### src/rtl/msg_port_pkg.sv
package msg_port_pkg;
  localparam int unsigned ADDR_W    = 5;
  localparam logic [ADDR_W-1:0] A_LEN  = 5'h08;
  localparam logic [ADDR_W-1:0] A_CMD  = 5'h09;
  localparam logic [ADDR_W-1:0] A_STAT = 5'h0A;
  localparam logic [ADDR_W-1:0] A_CTRL = 5'h0B;
  localparam int unsigned RX_BIT    = 4;   // address bit selecting receive words
  localparam int unsigned CMD_LAUNCH  = 0;
  localparam int unsigned CMD_DISPOSE = 1;
  localparam int unsigned CMD_CLROVF  = 2;
  localparam int unsigned ST_BUSY = 0;
  localparam int unsigned ST_PRES = 1;
  localparam int unsigned ST_OVF  = 2;
  localparam int unsigned ST_SYS  = 3;
  localparam int unsigned ST_LEN  = 4;
endpackage

### src/rtl/msg_tx.sv
module msg_tx #(
  parameter int unsigned DW = 32,
  parameter int unsigned NW = 8,
  localparam int unsigned CW = $clog2(NW + 1),
  localparam int unsigned IW = $clog2(NW)
) (
  input  logic          clk_i,
  input  logic          rst_ni,
  input  logic          stage_we_i,
  input  logic [IW-1:0] stage_idx_i,
  input  logic          len_we_i,
  input  logic [DW-1:0] wdata_i,
  input  logic          launch_i,
  output logic [DW-1:0] stage_o [NW],
  output logic [CW-1:0] len_o,
  output logic          busy_o,
  output logic          tx_valid_o,
  input  logic          tx_ready_i,
  output logic [DW-1:0] tx_data_o,
  output logic          tx_head_o,
  output logic          tx_tail_o
);
  logic [DW-1:0] stage_q [NW];
  logic [CW-1:0] len_q, idx_q;
  logic          busy_q, last;

  assign last = (idx_q == len_q - CW'(1));

  always_ff @(posedge clk_i or negedge rst_ni) begin
    if (!rst_ni) begin
      for (int i = 0; i < NW; i++) stage_q[i] <= '0;
      len_q  <= '0;
      idx_q  <= '0;
      busy_q <= 1'b0;
    end else begin
      if (stage_we_i) stage_q[stage_idx_i] <= wdata_i;
      if (len_we_i) len_q <= (wdata_i > DW'(NW)) ? CW'(NW) : wdata_i[CW-1:0];
      if (!busy_q) begin
        if (launch_i && len_q != '0) begin
          busy_q <= 1'b1;
          idx_q  <= '0;
        end
      end else if (tx_ready_i) begin
        if (last) busy_q <= 1'b0;
        else      idx_q  <= idx_q + CW'(1);
      end
    end
  end

  assign stage_o    = stage_q;
  assign len_o      = len_q;
  assign busy_o     = busy_q;
  assign tx_valid_o = busy_q;
  assign tx_data_o  = stage_q[idx_q[IW-1:0]];
  assign tx_head_o  = busy_q && (idx_q == '0);
  assign tx_tail_o  = busy_q && last;
endmodule

### src/rtl/msg_rx.sv
module msg_rx #(
  parameter int unsigned DW = 32,
  parameter int unsigned NW = 8,
  localparam int unsigned CW = $clog2(NW + 1)
) (
  input  logic          clk_i,
  input  logic          rst_ni,
  input  logic          rx_valid_i,
  input  logic [DW-1:0] rx_data_i,
  input  logic          rx_head_i,
  input  logic          rx_tail_i,
  input  logic          dispose_i,
  input  logic          clr_ovf_i,
  output logic [DW-1:0] cur_o [NW],
  output logic [CW-1:0] cur_len_o,
  output logic          cur_present_o,
  output logic          cur_sys_o,
  output logic          ovf_o
);
  logic [DW-1:0] hold_q [NW];
  logic [DW-1:0] cur_q  [NW];
  logic [CW-1:0] hold_len_q, cur_len_q, wptr_q;
  logic          hold_full_q, cur_pres_q, drop_q, ovf_q;
  logic          promote, head_drop, room;

  assign promote   = hold_full_q && !cur_pres_q;
  assign head_drop = rx_head_i && hold_full_q && cur_pres_q;
  assign room      = (wptr_q < CW'(NW));

  always_ff @(posedge clk_i or negedge rst_ni) begin
    if (!rst_ni) begin
      for (int i = 0; i < NW; i++) begin
        hold_q[i] <= '0;
        cur_q[i]  <= '0;
      end
      hold_len_q  <= '0;
      cur_len_q   <= '0;
      wptr_q      <= '0;
      hold_full_q <= 1'b0;
      cur_pres_q  <= 1'b0;
      drop_q      <= 1'b0;
      ovf_q       <= 1'b0;
    end else begin
      if (dispose_i) cur_pres_q <= 1'b0;
      if (promote) begin
        cur_q       <= hold_q;
        cur_len_q   <= hold_len_q;
        cur_pres_q  <= 1'b1;
        hold_full_q <= 1'b0;
      end
      if (clr_ovf_i) ovf_q <= 1'b0;
      if (rx_valid_i) begin
        if (rx_head_i) begin
          if (head_drop) begin
            drop_q <= !rx_tail_i;
            ovf_q  <= 1'b1;
          end else begin
            drop_q    <= 1'b0;
            hold_q[0] <= rx_data_i;
            wptr_q    <= CW'(1);
            if (rx_tail_i) begin
              hold_len_q  <= CW'(1);
              hold_full_q <= 1'b1;
            end
          end
        end else if (drop_q) begin
          if (rx_tail_i) drop_q <= 1'b0;
        end else begin
          // words past the slot size are discarded, length saturates
          if (room) begin
            hold_q[wptr_q] <= rx_data_i;
            wptr_q         <= wptr_q + CW'(1);
          end
          if (rx_tail_i) begin
            hold_len_q  <= room ? wptr_q + CW'(1) : wptr_q;
            hold_full_q <= 1'b1;
          end
        end
      end
    end
  end

  assign cur_o         = cur_q;
  assign cur_len_o     = cur_len_q;
  assign cur_present_o = cur_pres_q;
  assign cur_sys_o     = cur_q[0][DW-1];
  assign ovf_o         = ovf_q;
endmodule

### src/rtl/msg_port.sv
module msg_port
  import msg_port_pkg::*;
#(
  parameter int unsigned DATA_W    = 32,
  parameter int unsigned MAX_WORDS = 8
) (
  input  logic              clk_i,
  input  logic              rst_ni,
  input  logic              reg_wr_i,
  input  logic [ADDR_W-1:0] reg_addr_i,
  input  logic [DATA_W-1:0] reg_wdata_i,
  output logic [DATA_W-1:0] reg_rdata_o,
  output logic              reg_err_o,
  output logic              tx_valid_o,
  input  logic              tx_ready_i,
  output logic [DATA_W-1:0] tx_data_o,
  output logic              tx_head_o,
  output logic              tx_tail_o,
  input  logic              rx_valid_i,
  input  logic [DATA_W-1:0] rx_data_i,
  input  logic              rx_head_i,
  input  logic              rx_tail_i,
  output logic              rx_irq_o,
  output logic              sys_irq_o
);
  localparam int unsigned CW = $clog2(MAX_WORDS + 1);
  localparam int unsigned IW = $clog2(MAX_WORDS);

  logic [DATA_W-1:0] stage [MAX_WORDS];
  logic [DATA_W-1:0] cur   [MAX_WORDS];
  logic [CW-1:0]     len, cur_len;
  logic busy, cur_present, cur_sys, ovf;
  logic is_stage, is_len, is_cmd, is_stat, is_ctrl, is_rx, rx_in_range;
  logic send_wr, stage_we, len_we, launch, dispose, clr_ovf;
  logic mask_q, err_q;
  logic [DATA_W-1:0] status;

  assign is_stage    = reg_addr_i < ADDR_W'(MAX_WORDS);
  assign is_len      = reg_addr_i == A_LEN;
  assign is_cmd      = reg_addr_i == A_CMD;
  assign is_stat     = reg_addr_i == A_STAT;
  assign is_ctrl     = reg_addr_i == A_CTRL;
  assign is_rx       = reg_addr_i[RX_BIT];
  assign rx_in_range = reg_addr_i[RX_BIT-1:0] < RX_BIT'(MAX_WORDS);

  // writes that would disturb an in-flight send
  assign send_wr  = reg_wr_i && (is_stage || is_len || (is_cmd && reg_wdata_i[CMD_LAUNCH]));
  assign stage_we = reg_wr_i && is_stage && !busy;
  assign len_we   = reg_wr_i && is_len && !busy;
  assign launch   = reg_wr_i && is_cmd && reg_wdata_i[CMD_LAUNCH] && !busy;
  assign dispose  = reg_wr_i && is_cmd && reg_wdata_i[CMD_DISPOSE];
  assign clr_ovf  = reg_wr_i && is_cmd && reg_wdata_i[CMD_CLROVF];

  always_ff @(posedge clk_i or negedge rst_ni) begin
    if (!rst_ni) begin
      mask_q <= 1'b0;
      err_q  <= 1'b0;
    end else begin
      err_q <= send_wr && busy;
      if (reg_wr_i && is_ctrl) mask_q <= reg_wdata_i[0];
    end
  end

  msg_tx #(.DW(DATA_W), .NW(MAX_WORDS)) u_tx (
    .clk_i, .rst_ni,
    .stage_we_i (stage_we),
    .stage_idx_i(reg_addr_i[IW-1:0]),
    .len_we_i   (len_we),
    .wdata_i    (reg_wdata_i),
    .launch_i   (launch),
    .stage_o    (stage),
    .len_o      (len),
    .busy_o     (busy),
    .tx_valid_o, .tx_ready_i, .tx_data_o, .tx_head_o, .tx_tail_o
  );

  msg_rx #(.DW(DATA_W), .NW(MAX_WORDS)) u_rx (
    .clk_i, .rst_ni,
    .rx_valid_i, .rx_data_i, .rx_head_i, .rx_tail_i,
    .dispose_i    (dispose),
    .clr_ovf_i    (clr_ovf),
    .cur_o        (cur),
    .cur_len_o    (cur_len),
    .cur_present_o(cur_present),
    .cur_sys_o    (cur_sys),
    .ovf_o        (ovf)
  );

  always_comb begin
    status              = '0;
    status[ST_BUSY]     = busy;
    status[ST_PRES]     = cur_present;
    status[ST_OVF]      = ovf;
    status[ST_SYS]      = cur_present && cur_sys;
    status[ST_LEN+:CW]  = cur_present ? cur_len : '0;
  end

  always_comb begin
    reg_rdata_o = '0;
    if (is_rx) begin
      if (rx_in_range) reg_rdata_o = cur[reg_addr_i[IW-1:0]];
    end else if (is_stage) reg_rdata_o = stage[reg_addr_i[IW-1:0]];
    else if (is_len)       reg_rdata_o = DATA_W'(len);
    else if (is_stat)      reg_rdata_o = status;
    else if (is_ctrl)      reg_rdata_o = DATA_W'(mask_q);
  end

  assign reg_err_o = err_q;
  assign rx_irq_o  = cur_present && !cur_sys && !mask_q;
  assign sys_irq_o = cur_present && cur_sys;
endmodule

### config.mk
export PLATFORM = sky130hd
export DESIGN_NAME = msg_port
export DESIGN_NICKNAME = d
export VERILOG_FILES = /design/src/rtl/msg_port_pkg.sv /design/src/rtl/msg_tx.sv /design/src/rtl/msg_rx.sv /design/src/rtl/msg_port.sv
export SDC_FILE = /design/constraint.sdc
export NUM_CORES = 1
export LEC_CHECK = 0
export ABC_CLOCK_PERIOD_IN_PS = 2700
export BUFFER_PORTS_ARGS = -buffer_cell sky130_fd_sc_hd__buf_4
export CORE_ASPECT_RATIO = 1.5
export CORE_MARGIN = 2
export CORE_UTILIZATION = 55
export CTS_CLUSTER_SIZE = 40
export DETAILED_ROUTE_END_ITERATION = 8
export PLACE_DENSITY = 0.72
export SLEW_MARGIN = 30
export SYNTH_ARGS = -nofsm -noshare
export SYNTH_HDL_FRONTEND = slang
export SYNTH_SLANG_ARGS = --single-unit
### constraint.sdc
create_clock -name clk_i -period 2.7 [get_ports clk_i]
set_input_delay 0.54 -clock clk_i [delete_from_list [all_inputs] [get_ports clk_i]]
set_output_delay 0.54 -clock clk_i [all_outputs]
set_load 0.02 [all_outputs]
# == Yosys cells after proc, flatten, opt, wreduce, memory -nomap -nowiden ==
# Cells that the tools add are included.
# word_totals
reg_bits,795
in_bits,76
out_inout_bits,70
wordCells,163
# classes
n_addsub,3
n_lt_le_gt_ge,9
n_eq_ne,9
muxes,60
bitwise_logic,5
reduce_logical,41
# ops
operator,n
bitwise mux 256 bit,2
two-way mux 256 bit,2
two-way mux 32 bit,13
binary-select mux 32 bit (select 3 bit),3
demux 32 bit (select 3 bit),2
two-way mux 4 bit,15
"greater-than comparator 32 x 4 -> 1 bit, second input constant",1
logical AND 1 bit,24
two-way mux 1 bit,21
"== test 5 x 4 -> 1 bit, second input constant",4
two-way mux 8 bit,2
AND reduction 4 bit,3
"adder 4 x 1 -> 4 bit, second input constant",2
">= comparator 4 bit, second input constant",2
"< comparator 4 bit, second input constant",2
"inequality test 2 bit, second input constant",4
NOT 3 -> 4 bit,2
AND reduction 3 bit,2
nonzero test 2 bit,3
">= comparator 5 x 4 -> 1 bit, second input constant",1
logical NOT 1 bit,5
"< comparator 5 x 1 -> 1 bit, second input constant",1
"< comparator 5 x 4 -> 1 bit, second input constant",1
NOT 4 -> 5 bit,1
7 further kinds,9

# == Logic depth before layout (Yosys ltp) ==
# logic_depth
word_depth,9
depth_mapped,8
mapped_depth_nobuf,6

# == Cells and area by module ==
# From an unflattened synthesis, not the netlist that was laid out.
# unflattened
hier_cells,2243
area_unflattened_um2,36313.6
# modules_own_cells
mod,n_inst,cells_per_inst,area_per_inst_um2,seq_area_each_um2
msg_rx,1,1159,19751.4,13212.7
msg_tx,1,736,12203.0,6631.4
msg_port,1,348,4359.2,50.0

# == Least setup slack after synthesis ==
# No wires, ideal clock.
# synth_timing
kind,input to output
from,input port reg_addr_i[0]
to,output port reg_rdata_o[16]
arrival_ns,2.094
slack_ns,0.066
stages,6
path_buffers,3
path_cell_list,buf_2 > buf_2 > buf_2 > mux4_2 > mux2i_1 > o22ai_1
# synth_between
elab_chain_cells,6
# synth_rtl
element,line,text
"start, declared",msg_port.sv:10,"input logic [ADDR_W-1:0] reg_addr_i,"
NOT 3 -> 4 bit (not written as such),"msg_port.sv:101, msg_port.sv:102",
"binary-select mux 32 bit (select 3 bit), on equally long branches","msg_port.sv:102, msg_port.sv:101",
"two-way mux 32 bit, on equally long branches (3 in series)","msg_port.sv:102, msg_port.sv:101",
two-way mux 32 bit *,msg_port.sv:100,if (is_rx) begin
"end, declared",msg_port.sv:12,"output logic [DATA_W-1:0] reg_rdata_o,"
# Every way passes the cells marked *; elsewhere a longest branch is shown, timed or not. The select of a mux whose other input is x is not followed.

# == Worst setup path after layout ==
# layout_timing
from,register u_tx.idx_q[0]
to,output port tx_data_o[18]
# layout_between
elab_chain_cells,4
# layout_rtl
element,line,text
"start, declared",msg_tx.sv:24,"logic [CW-1:0] len_q, idx_q;"
"start signal, assigned",msg_tx.sv:45,else idx_q <= idx_q + CW'(1);
NOT 3 -> 4 bit (not written as such),msg_tx.sv:54,assign tx_data_o = stage_q[idx_q[IW-1:0]];
binary-select mux 32 bit (select 3 bit),msg_tx.sv:54,
two-way mux 32 bit (not written as such) (2 in series),msg_tx.sv:54,
"end, declared",msg_port.sv:16,"output logic [DATA_W-1:0] tx_data_o,"
# Every way passes these cells. The select of a mux whose other input is x is not followed.

==> metrics.csv <==
stage,metric,value,unit
run_status,outcome,"complete, but fails checks",
run_status,violated checks,setup timing,
hold_path,Worst Hold Class,input pin to flip-flop,
global_routing,first-pass GRT wire length,140000,µm
yosys,"EDFF count, synth",0,
power_and_ir_drop,Overall Power,37.1,mW
global_routing,GRT overflow,0,
yosys,register area share after synthesis,0.549,
clock_network,worst skew pair latency,0.65,ns
clock_network,Max clock buf depth,3,
yosys,Synth Cell Area,36200,µm²
yosys,synthesized flop and latch total,795,
yosys,Main synth FF type,dfrtp_1,
placed_design,port buffer count,145,
detailed_routing,WL/cell,25.7,µm
power_and_ir_drop,PwrDens,855,nW/µm²
global_routing,largest net degree at the start of global routing,107,
floorplanning,I/O Pins,146,
worst_setup_path,CP Launch Type,flip-flop,
clock_network,Worst-path clk slew,0.06,ns
sta,final hold slack,0.142,ns
clock_network,total clock buffers created by CTS,75,
detailed_routing,number of remaining DRC errors,0,
yosys,Syn. warnings,0,
worst_setup_path,Crit-path slowest cell,mux4_2,
worst_setup_path,Worst R2R Setup Slack,0.40,ns
layout,post-route cell area,43400,µm²
floorplanning,Die ar.,68000,µm²
placed_design,Post-Place Cell Area,39600,µm²
placed_design,Post-DP HPWL,57000,µm
layout,fraction of layout cells with a size suffix above 1,0.569,
hold_path,Hold Path Origin,reg_addr_i[4],
detailed_routing,Iter 0 DRT Violations,1654,
yosys,syn_area_per_cell,15.7,µm²
detailed_routing,vias,21554,
layout,nets,2659,
floorplanning,Die Wd,214,µm
yosys,"Net Count, Synth",2394,
power_and_ir_drop,Peak VDD IR,1010,µV
worst_setup_path,Setup CP Type,flip-flop to primary output,
sta,post-route worst setup slack,-0.278,ns
worst_setup_path,WP data arrival,2.44,ns
sta,setup violators final,35,
sta,Fin. Hold Viols,0,
worst_setup_path,crit-path cells,buf_12 > buf_16 > mux4_2 > mux2_4 > buf_6,
placed_design,routability cong.,0.843,
sta,total negative slack,-7.56,ns
clock_network,H-tree depth,3,
layout,P&R area growth vs syn,20.0,%
worst_setup_path,CP max FO,8,
sta,Tmin final,2.98,ns
hold_path,hold depth,2,
sta,RSZ-0062 raised after global routing,yes,
sta,worst slew pin tran,0.709,ns
global_routing,vias in the first global route,23267,
worst_setup_path,reg-to-reg endpoint,u_rx.hold_q[14],
yosys,leading area contributor after synthesis,dfrtp_1,
power_and_ir_drop,static leakage,20.3,nW
worst_setup_path,cells on worst reg2reg path,5,
yosys,asr flop ratio synth,1.00,
floorplanning,Initial Utilization,0.554,
yosys,Cells after Synth,2313,
yosys,"top cells by area, synth","dfrtp_1 (55%), mux2_2 (24%), mux4_2 (11%)",
job,total of max-cap violations,0,
detailed_routing,TritonRoute pass-1 iters,5,
hold_path,Worst Hold Endpoint,reg_err_o,
floorplanning,Placeable Area,65300,µm²
sta,Final Max Slew Viols,0,
floorplanning,die height,318,µm
sta,clk_skew,0.0221,ns
detailed_routing,drt total wl,90400,µm
detailed_routing,antenna-violating nets left,0,
worst_setup_path,Critical Path End Type,primary output,
detailed_routing,drt via density,6.13,
sta,Max-slew headroom,0.526,
worst_setup_path,worst r2r src,u_rx.wptr_q[3],
worst_setup_path,Worst Setup SP,u_tx.idx_q[0],
clock_network,TritonCTS clock tree,built,
floorplanning,Site Rows,115,
sta,fmax,0.336,GHz
yosys,Yosys top cell area share,0.549,
layout,"commonest cells after routing, fill and taps aside","dfrtp_1 (790), mux2_2 (742), buf_4 (223)",
layout,"most common cell after layout, fill and taps aside",dfrtp_1,
clock_network,Root Buffer,clkbuf_16,
worst_setup_path,Required @ worst endpoint,2.16,ns
layout,Util after Layout,0.665,
global_routing,Global Route Usage Sum,0.274,
sta,fin crit share,1.10,
global_routing,initial antenna violation count,5,
worst_setup_path,crit-path max cell delay,0.52,ns
clock_network,Sinks on Clock Net,795,
yosys,Yosys cell types,61,
==> critical path: cells and delay by family, from the launching register on <==
kind / cells / cell delay, ns
buffers and inverters: 3 / 0.47
flip-flops: 1 / 0.49
multiplexers: 2 / 0.82
==> cell usage after synthesis (4+ instances only) <==
| master | n |
|---|---|
| a211oi_1 | 11 |
| a21oi_1 | 9 |
| a221o_1 | 5 |
| and3_1 | 5 |
| buf_1 | 13 |
| buf_2 | 83 |
| clkbuf_1 | 57 |
| dfrtp_1 | 795 |
| ha_1 | 5 |
| inv_1 | 41 |
| mux2_1 | 7 |
| mux2_2 | 773 |
| mux2i_1 | 90 |
| mux4_2 | 183 |
| nand2_1 | 55 |
| nand2b_1 | 8 |
| nand3_1 | 9 |
| nand3b_1 | 4 |
| nand4_1 | 4 |
| nor2_1 | 25 |
| nor2b_1 | 15 |
| nor3_1 | 8 |
| nor3b_1 | 4 |
| nor4_1 | 12 |
| o211ai_1 | 4 |
| o21ai_0 | 5 |
| o22ai_1 | 26 |
==> layer usage <==
layer  up-vias  global-route usage  part of all wire
met1     11671               0.356              0.40
li1       9170                   -                 -
met5         -                   0           0.00013
met2       544               0.460              0.52
met4         2               0.107             0.033
met3       167              0.0457             0.049
==> cells by family (layout without fill, tap and decap cells) <==
kind of cell,after synthesis,count (layout),share of synthesized area
DFF,795,795,0.549
other,0,5,0
xor gates and xnor gates,5,5,0.00159
AOI/OAI and AO/OA,83,83,0.0161
buffers and inverters,200,524,0.0245
muxes,1053,1053,0.381
adders and majority gates,5,5,0.00173
and+or+nand+nor,172,172,0.0255
==> flip-flops by register name, summed over array words and instances, names as in the netlist, 4 cells and up <==
register	cells
u_rx.cur_o	256
u_rx.hold_len_q	4
u_rx.cur_len_o	4
u_tx.idx_q	4
u_rx.wptr_q	4
u_tx.stage_o	256
u_tx.len_o	4
u_rx.hold_q	256
==> cell type report <==
type / count / area, µm²
multi-input cells: 1318 / 15900
well taps: 877 / 1100
fillers: 4625 / 21900
flip-flops and latches: 795 / 19900
clock inverters: 36 / 503
repair buffers: 347 / 3740
diodes: 5 / 12.5
inverters: 41 / 155
clock buffers: 100 / 2110
==> stage by stage <==
step | cells | worst slack, ns
after CTS | 3498 | -0.280
after global placement | 3341 | -0.183
after global routing | 3517 | -0.303
after detailed placement | 3341 | -0.179
final | 3519 | -0.278
after floorplan | 2313 | 0.0661
==> worst max path at each step <==
stage                       to
2_1_floorplan  reg_rdata_o[16]
3_3_place_gp   reg_rdata_o[19]
3_5_place_dp   reg_rdata_o[19]
4_1_cts          tx_data_o[18]
5_1_grt          tx_data_o[18]
6_report         tx_data_o[18]
==> timing repair <==
item                                    CTS  global route
pin swaps                                 5             5
setup buffers                            18            11
cloned                                    3             5
resized for setup                        71           103
hold endpoints to repair                 32             0
endpoints found under the setup margin   66            58
hold buffers                              1             0
==> report_power, final <==
part	total, mW	internal, mW	switching, mW
clock	11.2	6.59	4.62
sequential	16.6	14.8	1.76
combinational	9.35	5.49	3.86
Note: power is estimated with default switching activity, not from simulation.
